===== config.mk =====
export PLATFORM = sky130hd
export DESIGN_NAME = dma_word_addr_ctr
export DESIGN_NICKNAME = d
export VERILOG_FILES = /design/src/rtl/dma_word_addr_ctr.sv
export SDC_FILE = /design/constraint.sdc
export NUM_CORES = 1
export LEC_CHECK = 0
export BUFFER_PORTS_ARGS = -buffer_cell sky130_fd_sc_hd__buf_4
export CAP_MARGIN = 20
export CORE_MARGIN = 2
export CORE_UTILIZATION = 47
export DETAILED_ROUTE_END_ITERATION = 7
export PLACE_DENSITY = 0.89
export SYNTH_ARGS = -nofsm -noshare
export SYNTH_HDL_FRONTEND = slang
export SYNTH_SLANG_ARGS = --single-unit

===== constraint.sdc =====
create_clock -name clk -period 2.8 [get_ports clk]
set_clock_uncertainty 0.1 [all_clocks]
set_input_delay 0.28 -clock clk [delete_from_list [all_inputs] [get_ports clk]]
set_output_delay 0.28 -clock clk [all_outputs]
set_load 0.005 [all_outputs]

===== src/rtl/dma_word_addr_ctr.sv =====
module dma_word_addr_ctr #(
  parameter bit WIDE  = 1'b0,
  parameter int LO_W  = 16,
  parameter int CSR_W = 2,
  parameter int EXT_W = 6,
  localparam int UW   = WIDE ? EXT_W : CSR_W,
  localparam int AW   = LO_W + UW
) (
  input  logic             clk,
  input  logic             rst_n,
  input  logic             lo_wr,
  input  logic [LO_W-1:0]  lo_wdata,
  input  logic             csr_wr,
  input  logic [CSR_W-1:0] csr_bits,
  input  logic             ext_wr,
  input  logic [EXT_W-1:0] ext_wdata,
  input  logic             step,
  output logic [LO_W-1:0]  lo_rdata,
  output logic [CSR_W-1:0] csr_rd,
  output logic [EXT_W-1:0] ext_rdata,
  output logic [AW-1:0]    addr,
  output logic             wrapped
);

  logic [LO_W-1:1] lo_q;
  logic [UW-1:0]   up_q, up_n;
  logic            wrap_q;

  wire          ext_take = WIDE && ext_wr;
  wire          wr_any   = lo_wr || csr_wr || ext_take;
  wire [AW-1:0] cnt_inc  = {1'b0, up_q, lo_q} + AW'(1);

  always_comb begin
    up_n = up_q;
    if (ext_take) up_n = ext_wdata[UW-1:0];
    if (csr_wr)   up_n[CSR_W-1:0] = csr_bits;
  end

  always_ff @(posedge clk or negedge rst_n) begin
    if (!rst_n) begin
      lo_q   <= '0;
      up_q   <= '0;
      wrap_q <= 1'b0;
    end else if (wr_any) begin
      if (lo_wr) lo_q <= lo_wdata[LO_W-1:1];
      up_q <= up_n;
    end else if (step) begin
      {up_q, lo_q} <= cnt_inc[AW-2:0];
      if (cnt_inc[AW-1]) wrap_q <= 1'b1;
    end
  end

  assign lo_rdata = {lo_q, 1'b0};
  assign csr_rd   = up_q[CSR_W-1:0];
  assign addr     = {up_q, lo_q, 1'b0};
  assign wrapped  = wrap_q;

  generate
    if (UW == EXT_W) begin : g_ext_full
      assign ext_rdata = up_q;
    end else begin : g_ext_pad
      assign ext_rdata = {{(EXT_W-UW){1'b0}}, up_q};
    end
  endgenerate

  assert_step_plus_two_R3: assert property (@(posedge clk) disable iff (!rst_n)
    (step && !wr_any) |=> addr == $past(addr) + AW'(2));

  assert_carry_upper_R4: assert property (@(posedge clk) disable iff (!rst_n)
    (step && !wr_any && lo_rdata == {{(LO_W-1){1'b1}}, 1'b0})
      |=> (lo_rdata == '0 && addr[AW-1:LO_W] == $past(addr[AW-1:LO_W]) + UW'(1)));

  assert_csr_load_R5: assert property (@(posedge clk) disable iff (!rst_n)
    csr_wr |=> csr_rd == $past(csr_bits));

  assert_lo_load_R6: assert property (@(posedge clk) disable iff (!rst_n)
    lo_wr |=> lo_rdata == {$past(lo_wdata[LO_W-1:1]), 1'b0});

  assert_wrap_sticky_R7: assert property (@(posedge clk) disable iff (!rst_n)
    wrapped |=> wrapped);

endmodule


==> flow_summary.yaml <==
timing:
  maxSlewViolCount: 0
  layout_setup_ws_ns: 0.797
  setup_viol: 0
  tns_ns: 0
  final_hold_viol_count: 0
  fmax_ghz: 0.499
  rsz0062_at_grt: "no"
  whs_ns: 0.0904
  fin_crit_sh_pct: 71.6
  min_period_ns: 2.00
synth:
  synth-main-ff-cell: "dfrtp_1"
  ys_ff_latch: 18
  ys_types: 40
  yosysWarnings: 0
  avgSynthCellArea_um2: 8.81
  ys_async_sr_fraction_pct: 100
  synth_area_mm2: 0.00129
  synthCells: 146
  synth_seq_area_share_pct: 35.0
  synth_edf_count: 0
route:
  drtAntennaViolNets: 0
  firstDrtPassIters: 4
  drt-wirelength-per-cell_um: 14.2
  route.detailed.drc: 0
  drt-total-wl_um: 3040
  dr.first_iter.drc_count: 43
  routed_via_density: 5.60
  via_count: 1198
placement:
  numPortBuffers: 58
  dp_slack_ns: 0.850
  dp_hpwl_um: 2330
  routabilityCongestion: 0.850
clock_network:
  cts_tree: "built"
  ctsResizeCount: 0
  clk_latency_ns: 0.29
  cts_buffers: 3
  clk_pin_slew_ns: 0.11
  root_buffer: "clkbuf_4"
  clockBufferDepth: 2
  clkSinkCount: 18
  htreeDepth: 1
setup_path:
  cpMaxStageDelayCell: "or4_1"
  required_ns: 2.92
  criticalPathCategory: "reg -> reg"
  crit_arrival_ns: 2.13
  cp_num_buf_inv: 0
  cp_max_fo: 9
  path_cells: "nand4_4, or2_0, or4_1, a31oi_1"
  cp_top_family: "simple AND/OR/NAND/NOR gates"
  setup.worst_path.start_class: "flip-flop"
  cp-end-kind: "flip-flop"
  slowest_delay_ns: 0.55
finish:
  layout_commonest_cell: "buf_4"
  nets: 217
  post-route-util_pct: 62.6
  final_cell_mix: "buf_4 (59), dfrtp_1 (18), nand2_1 (17)"
  drive_gt1_share_pct: 37.0
  n_antenna_cell: 0
  area_delta_synth_final_pct: 23.8
pwr:
  switching_share_pct: 31.4
  power.total_uw: 651
  pwr-share-seq_pct: 50.9
  internal-power_uw: 447
  combPwrFrac_pct: 28.6
  p_leak_nw: 0.730
  clkPwrFrac_pct: 20.5
  p_sw_uw: 204
  p_per_area_mw_per_mm2: 408
  peakVddDrop_uv: 265
status:
  status: "finished, final reports clean"
die:
  die_y_um: 56.3
  start_util_pct: 50.5
  dieArea_mm2: 0.00317
  core-area_mm2: 0.00254
  die_w_um: 56.3
  ios: 73
  rows: 18
grt:
  grt_max_degree: 29
  grt_usage_pct: 20.2
  antenna_found_initial: 0
  grt_pass1_wl_um: 5130
  gr-total-overflow: 0
  grt_pass1_vias: 1132
worst_hold_path:
  hp-class: "in -> reg"
job:
  maxCapViolations: 0
==> registers in the layout (all words and copies together) (netlist names) <==
signal and count:
csr_rd 2, wrapped 1, lo_q 15
==> path summary, 6_finish.rpt <==
kind                                      from                   end  slack [ns]  cells past startpoint
min in group asynchronous                rst_n   lo_q[2]$_DFFE_PN0P_        0.32                      2
max reg2reg                lo_q[4]$_DFFE_PN0P_  lo_q[14]$_DFFE_PN0P_        0.80                      4
min reg2reg                wrapped$_DFFE_PN0P_   wrapped$_DFFE_PN0P_        0.41                      1
max                        lo_q[4]$_DFFE_PN0P_  lo_q[14]$_DFFE_PN0P_        0.80                      4
max in group asynchronous                rst_n  lo_q[10]$_DFFE_PN0P_        2.08                      2
min                               lo_wdata[12]  lo_q[12]$_DFFE_PN0P_        0.09                      2
==> metrics by stage <==
step / instances / area [um^2]
floorplan: 151 / 1310
global placement: 210 / 1560
detailed placement: 210 / 1560
CTS: 214 / 1590
global route: 214 / 1590
finish: 214 / 1590
==> area by class of cell <==
type / instances / area [um^2]
fill: 222 / 952
timing repair buffer: 60 / 453
inverter: 2 / 7.51
multi-input combinational: 101 / 622
clock buffer: 3 / 22.5
tap: 30 / 37.5
sequential: 18 / 450
==> power by group through the flow <==
stage               Combinational (mW)  Sequential (mW)  Clock (mW)
detailed placement               0.186            0.335           0
CTS                              0.188            0.330       0.136
finish                           0.186            0.331       0.133
global placement                 0.182            0.334           0
floorplan                        0.111            0.329           0
global route                     0.205            0.338       0.146
==> routing by layer <==
metal / track usage [%] / routed length (um) / up-vias
met3: 2.53 / 245 / 4
met1: 25.4 / 1240 / 562
met4: 8.50 / 34 / 0
met2: 34.6 / 1530 / 62
met5: 0 / 0 / -
li1: - / - / 570
==> cells by family after synthesis <==
group | count (synthesis) | share of synthesized area (%)
and+or+nand+nor | 59 | 24.8
buffers and inverters | 32 | 18.1
AOI/OAI and AO/OA | 23 | 12.3
DFF | 18 | 35.0
xor gates and xnor gates | 9 | 6.13
muxes | 3 | 2.43
adders and majority gates | 1 | 0.973
other | 1 | 0.292
==> cells in the mapped netlist (3+ instances only) <==
cell type  count  area, um^2
nor3_1         6        30.0
nand4_1        5        31.3
xor2_1         4        35.0
buf_4         25         188
xnor2_1        5        43.8
dfrtp_1       18         450
nor2_1         8        30.0
o21ai_0       11        55.1
o31ai_1        3        22.5
nand3_1        6        30.0
nand2_1       17        63.8
nor4_1         3        18.8
==> repair_timing <==
| item | in CTS | in global routing |
|---|---|---|
| hold buffers | 1 | 0 |
| hold endpoints to repair | 18 | 0 |
| setup buffers | 0 | 0 |
(Power assumes the default switching activity.)
